### src/rtl/adc_frame_pkg.sv
package adc_frame_pkg;
    typedef enum logic [1:0] {
        ST_IDLE,
        ST_LEAD,
        ST_SHIFT,
        ST_TRAIL
    } rd_state_t;

    localparam logic [3:0] HDR_PATTERN = 4'b1100;
endpackage

### src/rtl/drdy_fall_det.sv
module drdy_fall_det (
    input  logic clk,
    input  logic rst_n,
    input  logic drdy_n,
    output logic fall
);
    logic sync1, sync2, last;

    // Registers start low, so a line that is already low at reset is no edge.
    always_ff @(posedge clk) begin
        if (!rst_n) begin
            sync1 <= 1'b0;
            sync2 <= 1'b0;
            last  <= 1'b0;
        end else begin
            sync1 <= drdy_n;
            sync2 <= sync1;
            last  <= sync2;
        end
    end

    assign fall = last & ~sync2;
endmodule

### src/rtl/half_tick_gen.sv
module half_tick_gen #(
    parameter int HALF = 4
) (
    input  logic clk,
    input  logic rst_n,
    input  logic run,
    output logic tick
);
    localparam int CW = (HALF > 1) ? $clog2(HALF) : 1;
    localparam logic [CW-1:0] LAST = CW'(HALF - 1);

    logic [CW-1:0] cnt;

    always_ff @(posedge clk) begin
        if (!rst_n || !run) begin
            cnt <= '0;
        end else if (cnt == LAST) begin
            cnt <= '0;
        end else begin
            cnt <= cnt + 1'b1;
        end
    end

    assign tick = run && (cnt == LAST);
endmodule

### src/rtl/frame_shifter.sv
module frame_shifter #(
    parameter int FRAME_BITS = 120
) (
    input  logic                  clk,
    input  logic                  rst_n,
    input  logic                  shift_en,
    input  logic                  miso,
    output logic [FRAME_BITS-1:0] bits
);
    always_ff @(posedge clk) begin
        if (!rst_n) begin
            bits <= '0;
        end else if (shift_en) begin
            bits <= {bits[FRAME_BITS-2:0], miso};
        end
    end
endmodule

### src/rtl/adc_frame_reader.sv
module adc_frame_reader
    import adc_frame_pkg::*;
#(
    parameter int DIV    = 8,
    parameter int CH_NUM = 4,
    parameter int WORD_W = 24,
    parameter int OUT_W  = 32
) (
    input  logic                    clk,
    input  logic                    rst_n,
    input  logic                    drdy_n,
    input  logic                    miso,
    output logic                    sclk,
    output logic                    cs_n,
    output logic                    mosi,
    output logic [WORD_W-1:0]       status_word,
    output logic [CH_NUM*OUT_W-1:0] ch_words,
    output logic                    frame_valid,
    output logic                    hdr_err,
    output logic                    overrun
);
    localparam int HALF       = DIV / 2;
    localparam int FRAME_BITS = (CH_NUM + 1) * WORD_W;
    localparam int CNT_W      = $clog2(FRAME_BITS);
    localparam logic [CNT_W-1:0] LAST_BIT = CNT_W'(FRAME_BITS - 1);

    rd_state_t state, next_state;
    logic drdy_fall, tick, shift_en, last_bit;
    logic [CNT_W-1:0] bit_cnt;
    logic [FRAME_BITS-1:0] frame_bits;
    logic [CH_NUM*OUT_W-1:0] ch_ext;
    logic [WORD_W-1:0] status_raw;

    assign mosi = 1'b0;

    drdy_fall_det u_fall (
        .clk    (clk),
        .rst_n  (rst_n),
        .drdy_n (drdy_n),
        .fall   (drdy_fall)
    );

    half_tick_gen #(.HALF(HALF)) u_tick (
        .clk   (clk),
        .rst_n (rst_n),
        .run   (state != ST_IDLE),
        .tick  (tick)
    );

    // A falling sclk edge happens on a tick while sclk is high.
    assign shift_en = (state == ST_SHIFT) && tick && sclk;
    assign last_bit = (bit_cnt == LAST_BIT);

    frame_shifter #(.FRAME_BITS(FRAME_BITS)) u_shift (
        .clk      (clk),
        .rst_n    (rst_n),
        .shift_en (shift_en),
        .miso     (miso),
        .bits     (frame_bits)
    );

    assign status_raw = frame_bits[FRAME_BITS-1 -: WORD_W];

    for (genvar g = 0; g < CH_NUM; g++) begin : g_ext
        localparam int MSB = FRAME_BITS - 1 - WORD_W * (g + 1);
        logic [WORD_W-1:0] word;
        assign word = frame_bits[MSB -: WORD_W];
        assign ch_ext[g*OUT_W +: OUT_W] = {{(OUT_W - WORD_W){word[WORD_W-1]}}, word};
    end

    // State register
    always_ff @(posedge clk) begin
        if (!rst_n) state <= ST_IDLE;
        else        state <= next_state;
    end

    // Transitions
    always_comb begin
        next_state = state;
        unique case (state)
            ST_IDLE:  if (drdy_fall)                 next_state = ST_LEAD;
            ST_LEAD:  if (tick)                      next_state = ST_SHIFT;
            ST_SHIFT: if (shift_en && last_bit)      next_state = ST_TRAIL;
            ST_TRAIL: if (tick)                      next_state = ST_IDLE;
        endcase
    end

    // Outputs
    always_ff @(posedge clk) begin
        if (!rst_n) begin
            sclk        <= 1'b0;
            cs_n        <= 1'b1;
            bit_cnt     <= '0;
            status_word <= '0;
            ch_words    <= '0;
            frame_valid <= 1'b0;
            hdr_err     <= 1'b0;
            overrun     <= 1'b0;
        end else begin
            frame_valid <= 1'b0;
            unique case (state)
                ST_IDLE: begin
                    if (drdy_fall) begin
                        cs_n    <= 1'b0;
                        bit_cnt <= '0;
                        overrun <= 1'b0;
                    end
                end
                ST_LEAD: begin
                    if (tick) sclk <= 1'b1;
                end
                ST_SHIFT: begin
                    if (tick) begin
                        sclk <= ~sclk;
                        if (sclk) bit_cnt <= bit_cnt + 1'b1;
                    end
                end
                ST_TRAIL: begin
                    if (tick) begin
                        cs_n        <= 1'b1;
                        frame_valid <= 1'b1;
                        status_word <= status_raw;
                        ch_words    <= ch_ext;
                        hdr_err     <= (status_raw[WORD_W-1 -: 4] != HDR_PATTERN);
                    end
                end
            endcase
            if (drdy_fall && state != ST_IDLE) overrun <= 1'b1;
        end
    end
endmodule

### config.mk
export PLATFORM = sky130hd
export DESIGN_NAME = adc_frame_reader
export DESIGN_NICKNAME = d
export VERILOG_FILES = /design/src/rtl/adc_frame_pkg.sv /design/src/rtl/drdy_fall_det.sv /design/src/rtl/half_tick_gen.sv /design/src/rtl/frame_shifter.sv /design/src/rtl/adc_frame_reader.sv
export SDC_FILE = /design/constraint.sdc
export NUM_CORES = 1
export LEC_CHECK = 0
export CAP_MARGIN = 20
export CORE_MARGIN = 2
export CORE_UTILIZATION = 40
export DETAILED_ROUTE_END_ITERATION = 16
export PLACE_DENSITY_LB_ADDON = 0.25
export SYNTH_ARGS = -nofsm -noshare
export SYNTH_HDL_FRONTEND = slang
export SYNTH_SLANG_ARGS = --single-unit
### constraint.sdc
create_clock -name clk -period 2.1 [get_ports clk]
set_input_delay 0.42 -clock clk [delete_from_list [all_inputs] [get_ports clk]]
set_output_delay 0.42 -clock clk [all_outputs]
set_load 0.01 [all_outputs]
* Word-level counts from Yosys, hierarchy flattened
Cells that the tools add are included.
** Word-level totals
- Output and inout bits :: 158
- Input bits :: 4
- Register bits after elaboration :: 283
- Logic and storage cells :: 71
** Cells by class
- Muxes and demuxes :: 17
- Reduce and logical (&&, ||, !) cells :: 23
- Bitwise logic cells :: 3
- Add/subtract/negate cells :: 2
- Eq/ne operators :: 12
** Operators by type and width (number)
- 7-bit two-way mux :: 3
- 7-bit case mux with 2 select lines :: 1
- 2-bit nonzero test :: 6
- 2-bit inequality test (second input constant) :: 5
- 2-bit two-way mux :: 4
- 2-bit case mux with 4 select lines :: 1
- 4-bit AND reduction :: 2
- 7-bit by 1-bit adder with 7-bit output (second input constant) :: 1
- 7-bit equality test (second input constant) :: 1
- 2-bit equality test (second input constant) :: 3
- 1-bit two-way mux :: 6
- 2-bit AND reduction :: 3
- 3-bit AND reduction :: 2
- 1-bit logical AND :: 5
- 4-bit inequality test (second input constant) :: 1
- 1-bit case mux with 2 select lines :: 2
- 2-bit by 1-bit adder with 2-bit output (second input constant) :: 1
- 2-bit by 1-bit equality test with 1-bit output (second input constant) :: 1
- 1-bit logical NOT :: 2
- 2-bit logical NOT :: 1
- 2-bit by 1-bit inequality test with 1-bit output (second input constant) :: 1
- 1-bit NOT :: 2
- 2-bit OR reduction :: 1
- 1-bit bitwise AND :: 1
- 1-bit logical OR :: 1

* Logic depth before layout (Yosys ltp)
Gate-level depths: netlist (run 1).
- Depth in word-level cells :: 7
- Depth in mapped cells :: 8
- Gate-level depth less buffers :: 7

* By module
From an unflattened synthesis (run 1), not the netlist that was laid out.
** Unflattened totals
- Cells, all modules :: 1036
- Area total of the unflattened synthesis :: 10187.3 sq um
** Modules (own cells, without submodules)
- adc_frame_reader :: area each 5367.6 sq um, cells each 636, times used 1, seq. area each 2682.6 sq um
- frame_shifter :: area each 4647.0 sq um, cells each 387, times used 1, seq. area each 2402.3 sq um
- drdy_fall_det :: area each 88.8 sq um, cells each 7, times used 1, seq. area each 60.1 sq um
- half_tick_gen :: area each 83.8 sq um, cells each 6, times used 1, seq. area each 40.0 sq um

* Worst setup path before layout (run 1)
OpenSTA, ideal clock, no wires.
- Kind :: reg-to-reg
- Start point :: register state[0]
- End point :: register ch_words[0]
- Setup time :: 0.117 ns
- Arrival time :: 1.496 ns
- Setup slack :: 0.487 ns
- Period minus slack after synthesis :: 1.613 ns
- Stages on the path, launching flop included :: 9
- Data required time :: 1.983 ns
- Path buffers :: 3
- Path through :: dfxtp_1 > inv_1 > ha_1 > nor2b_4 > and3_1 > buf_2 > buf_6 > buf_6 > a22o_1
** Between the ends
- Cells in the longest elaborated chain, start to end :: 3
** Ends and longest elaborated chain
- start, declared :: RTL line adc_frame_reader.sv:27 : rd_state_t state, next_state;
- start signal, assigned :: RTL line adc_frame_reader.sv:74 : else state <= next_state;
- 2-bit nonzero test :: RTL line adc_frame_reader.sv:46 : .run (state != ST_IDLE),
- 1-bit logical AND :: RTL line half_tick_gen.sv:24 : assign tick = run && (cnt == LAST);
- 2-bit AND reduction (no source line) (*)
- end signal, assigned :: RTL line adc_frame_reader.sv:123 : ch_words <= ch_ext;
- end, declared :: RTL line adc_frame_reader.sv:17 : output logic [CH_NUM*OUT_W-1:0] ch_words,
Mark *: on every way between the ends. The rest lies on a longest branch, timed or not.
A chain may end at the register's enable or synchronous reset.

* Final worst setup path (run 1)
- Start point :: register ch_words[63]
- End point :: output port ch_words[63]
No word-level cell between the ends.

==> run metrics, run 1 <==
Rel. slew slack between 50% and 60%; worst-case reg-to-reg path depth 7; worst hold path depth 2; CTS sink count roughly 260; Slew Viols, Final 0; initial antenna violation count 0; Synth area leader dfxtp_1; wire length per cell roughly 14 um; Setup TNS Final 0 ns; worst slack at placement roughly 0.23 ns; worst path cell trace clkdlybuf4s50_1; Leak between 0.004 and 0.005 uW; Peak VDD IR between 0.5 and 0.6 mV; Die X between 150 and 200 um; Initial DRT Pass Iterations 4; max_cap viols 0; largest net degree at the start of global routing 83; delay-heaviest family, CP buffers and inverters; Critical Path Max Stage Delay 0.61 ns; top cells by count, synth dfxtp_1, nand2_1, a22o_1, a21boi_1, buf_4; EDFF count, synth 0; Synth Register Bits about 260; DPL Wire Length roughly 12,000 um; buffers and inverters on the worst path 1; Worst Tran Pin Value about 0.7 ns; DRC Markers 0; RSZ-0062 raised after global routing false; Arr. time, crit path 1.62 ns; CTS root buf clkbuf_16; Seq/Total Area, Yosys between 50 and 60%; ys flop type dfxtp_1; Max stage delay cell, worst path clkdlybuf4s50_1; Layout Area Growth over Synthesis 26.2%; number of buffers inserted by hold repair at cts 0; post-synthesis area per instance between 10 and 15 um2; library cells used by synthesis 38; Setup Crit Path Kind reg2out; ys async rst share 0%; Clock Skew between 0.01 and 0.015 ns; max frequency slightly below 500 MHz; Initial Util about two fifths; CP endpoint kind primary output; CP Depth 1; critical path data required time around 1.7 ns; period utilization ~97%; global-route wire length before repair 31,100 um; nets@finish between 1,000 and 1,500; count leader, synth dfxtp_1; vias in the first global route slightly above 6,000; PnR worst setup slack 0.0638 ns; crit path max fanout 10; Clock transition at path regs roughly 0.06 ns; Row Count 55; Core Area around 23,000 um2; CTS tree built; total I/O pin count 162; fillcell total roughly 2,000; fin crit period around 2.0 ns; DRT antenna net count 0; non-filler cells, final ~1,300; Via density roughly 4.9; port bufs between 150 and 200; setup violators final 0; syn_nets ~920; total grt overflow 0; H-tree depth 1; final wirelength around 19,000 um; Startpoint Class flip-flop; top cells by area, synth dfxtp_1, a22o_1, nand2_1, a21boi_1, buf_4; n_diodes 0; post-synth top area share 56.2%; clk buf depth 3; Die Y ~160 um; power density cells 855 nW/um2; share of layout cells above drive strength 1 around 6%; final hold violations 0; Die ar. 24,300 um2; Ys Warns 0; Tot Pwr 9960 uW; Placed Cells between 1,000 and 1,500; Mapped Area between 9000 and 10,000 um2; CTS Buf Count 26; DRT iter0 DRCs approximately 260; Syn Inst Count 911; worst-skew pair later-pin latency about 0.52 ns; status finished, final reports clean; gr usage total 15.2%; worst min-delay path category in2reg; RD Place Congestion ~0.73; vias 6,448
[state kept, by name, summed over array words and instances (netlist names)]
name	flops
bit_cnt	7
ch_words	96
cs_n	1
frame_valid	1
hdr_err	1
overrun	1
sclk	1
state	2
status_word	24
u_fall.last	1
u_fall.sync1	1
u_fall.sync2	1
u_shift.bits	120
u_tick.cnt	2
[layout by cell type, fill, tap and decap left out, drive strengths merged, types with 3 or more instances in the layout]
| cell type | Yosys | layout |
|---|---|---|
| and3 | 5 | 5 |
| dfxtp | 259 | 259 |
| and2 | 3 | 3 |
| a21boi | 121 | 121 |
| buf | 85 | 17 |
| nand4 | 4 | 4 |
| xor2 | 5 | 5 |
| nand2b | 3 | 3 |
| clkdlybuf4s50 | 0 | 159 |
| nand2 | 246 | 246 |
| nor2 | 9 | 9 |
| o21ai | 4 | 4 |
| clkbuf | 17 | 44 |
| a21oi | 3 | 3 |
| ha | 7 | 7 |
| a22o | 121 | 121 |
[worst paths after layout]
kind | start | endpoint | slack, ns
max | ch_words[63] | ch_words[63] | 0.06
min | rst_n | cs_n | 0.18
max reg2reg | state[1] | u_shift.bits[0] | 0.22
min reg2reg | u_fall.sync1 | u_fall.sync2 | 0.43
[report_power, final]
part	internal, uW	switching (uW)
clock network	2920	1810
registers	4930	15.4
logic	117	168
[metrics by stage]
stage                     util, %  instance area [um2]  hold slack [ns]
after floorplan                 -                 9230            0.407
after global placement       47.5                10800            0.424
after detailed placement     47.5                10800            0.423
after CTS                    51.5                11700            0.165
after global routing         51.5                11700            0.190
final                        51.5                11700            0.179
[worst reg2reg max path, delay by kind of cell (launching register included)]
family / cells / cell delay [ns]
AND/OR/NAND/NOR: 3 / 0.58
buffers and inverters: 2 / 0.40
flip-flops: 1 / 0.38
adder cells (fa/ha/maj): 1 / 0.29
AO/OA/AOI/OAI: 1 / 0.15
[final cells by class]
| type | instances | area, um2 | area share (%) |
|---|---|---|---|
| Sequential cell | 259 | 5190 | 44.5 |
| Multi-Input combinational cell | 548 | 3360 | 28.8 |
| Timing Repair Buffer | 176 | 1840 | 15.8 |
| Clock buffer | 44 | 830 | 7.12 |
| Tap cell | 285 | 357 | 3.06 |
| Clock inverter | 4 | 70.1 | 0.601 |
| Inverter | 2 | 7.51 | 0.0644 |
[logic make-up after synthesis]
logic type               after synthesis  share of synthesized area (%)
flip-flops                           259                           56.2
adder cells (fa/ha/maj)                7                          0.949
AO/OA/AOI/OAI                        252                           22.1
AND/OR/NAND/NOR                      280                           12.3
buffers and inverters                104                           7.64
other                                  1                         0.0406
multiplexers                           2                          0.217
XOR/XNOR                               6                          0.569
[metal layers]
layer  part of all wire [%]  global-route usage, %  vias up
li1                       -                      -     3292
met1                     49                   21.1     3011
met2                     44                   24.5      122
met3                    4.7                   2.92       23
met4                    1.5                   3.84        0
met5                      0                      0        -
[what timing repair did]
| action | 4_1_cts | 5_1_grt |
|---|---|---|
| resized for setup | 0 | 1 |
| setup endpoints to repair | 0 | 9 |
| buffers inserted | 0 | 0 |
Note: power is estimated with default switching activity, not from simulation.
==> inputs of run 2 (changes only) <==
- CELL_PAD_IN_SITES_DETAIL_PLACEMENT: not set -> 0
- CELL_PAD_IN_SITES_GLOBAL_PLACEMENT: not set -> 1
==> run metrics, run 2 (same netlist as run 1, synthesis figures left out) <==
status finished, final reports clean; final wirelength 19,400 um (+2.6%); CP Depth 1 (unchanged); commonest non-fill, non-tap cell in the layout dfxtp_1; top flop regs u_shift.bits: 120 flops, ch_words: 96 flops, status_word: 24 flops; delay-heaviest family, CP buffers and inverters; Peak VDD IR 0.623 mV (+21%); vias 6,473 (+0.39%); final hold violations 0 (unchanged); DPL Wire Length 11,600 um (-0.84%); Tot Pwr 10,000 uW (+0.83%); Initial DRT Pass Iterations 4 (unchanged); CP endpoint kind primary output; Leak 0.00414 uW (about the same); fin crit period 2.00 ns (-0.0349 ns); clk buf depth 3 (unchanged); DRC Markers 0 (unchanged); fillcell total 2,046 (-0.29%); CTS root buf clkbuf_16; wire length per cell 14.6 um (+2.2%); Arr. time, crit path 1.58 ns (-0.04 ns); FF+latch area 5190 um2 (about the same); Layout Area Growth over Synthesis 26.1% (about the same); worst hold path depth 3 (+1); share of layout cells above drive strength 1 6.55% (+0.45 points); worst hold slack 0.259 ns (+0.0802 ns); Core Area 22,600 um2 (unchanged); critical path data required time 1.68 ns (about the same); multi-input logic area 3360 um2 (unchanged); number of buffers inserted by hold repair at cts 0 (unchanged); buffers and inverters on the worst path 1 (unchanged); max reg flops 120 (unchanged); DRT iter0 DRCs 255 (-1.2%); most frequent cells in the layout dfxtp_1, nand2_1, clkdlybuf4s50_1, a22o_1, a21boi_1; Setup TNS Final 0 ns (unchanged); Slew Viols, Final 0 (unchanged); Largest Register u_shift.bits; global-route wire length before repair 31,700 um (+2.1%); DP Area 10,700 um2 (-0.35%); H-tree depth 1 (unchanged); max frequency 500 MHz (+1.7%); gr usage total 15.7% (+0.44 points); Reg-to-Reg End u_shift.bits[80]; hold endpoint state[0]; CTS sink count 259 (unchanged); Critical Path Max Stage Delay 0.60 ns (about the same); nets@finish 1,028 (+0.39%); RD Place Congestion 0.735 (about the same); Via density 4.89 (about the same); max_cap viols 0 (unchanged); worst-skew pair later-pin latency 0.52 ns (about the same); period utilization 95.3% (-1.7 points); Setup Crit Path Kind reg2out; RSZ-0062 raised after global routing false; Clock Skew 0.00742 ns (-0.00725 ns); Startpoint Class flip-flop; port bufs 160 (unchanged); R2R Setup Slk 0.23 ns (about the same); total grt overflow 0 (unchanged); utilization after layout 51.4% (about the same); DRT antenna net count 0 (unchanged); crit path max fanout 10 (unchanged); CTS Buf Count 28 (+7.7%); Initial Util 40.8% (unchanged); design area 11,600 um2 (about the same); Die X 156 um (unchanged); initial antenna violation count 0 (unchanged); Max stage delay cell, worst path clkdlybuf4s50_1; worst-case reg-to-reg path depth 7 (unchanged); largest net degree at the start of global routing 82 (-1.2%); R2R Path Start state[0]; Row Count 55 (unchanged); total I/O pin count 162 (unchanged); power density cells 863 nW/um2 (+0.93%); Die Y 156 um (unchanged); worst path cell trace clkdlybuf4s50_1; Die ar. 24,300 um2 (unchanged); vias in the first global route 6,134 (+0.56%); min-delay src rst_n; Rel. slew slack 61.8% (+7.7 points); Clock transition at path regs 0.06 ns (about the same); setup violators final 0 (unchanged); CTS tree built; n_diodes 0 (unchanged); Worst Tran Pin Value 0.573 ns (-0.116 ns); worst min-delay path category in2reg
==> run 2: power breakdown <==
part | total (uW) | internal, uW | switching (uW)
clock network | 4800 | 2890 | 1910
logic | 293 | 117 | 176
registers | 4950 | 4940 | 15.8
total | 10000 | 7940 | 2100
==> run 2: cell type report <==
type                    count  area share, %
clock buffers              42           6.91
clock inverters             9          0.892
inverters                   2         0.0645
multi-input cells         548           28.9
flip-flops and latches    259           44.6
well taps                 285           3.06
repair buffers            178           15.6
==> run 2: repair_timing <==
item,in CTS,in global routing
setup buffers,0,2
resized for setup,1,2
endpoints found under the setup margin,9,10
gates cloned,0,0
==> run 2: per-stage QoR <==
stage,worst slack [ns],instances
floorplan,0.487,911
global placement,0.175,1270
detailed placement,0.159,1270
CTS,0.0422,1321
global route,0.0194,1323
finish,0.0987,1323
==> run 2: worst max-delay path by stage <==
stage | startpoint | to | slack, ns
2_1_floorplan | state[0] | ch_words[0] | 0.49
3_3_place_gp | state[0] | bit_cnt[4] | 0.18
3_5_place_dp | state[0] | bit_cnt[4] | 0.16
4_1_cts | ch_words[31] | ch_words[23] | 0.04
5_1_grt | ch_words[63] | ch_words[63] | 0.02
6_report | ch_words[63] | ch_words[63] | 0.1
==> run 2: per-layer routing <==
layer	share of wire [%]	global-route usage (%)	up-vias
li1	-	-	3304
met2	44	25.3	129
met4	1.6	3.84	0
met3	4.5	2.86	20
met1	50	21.8	3020
met5	0	0	-
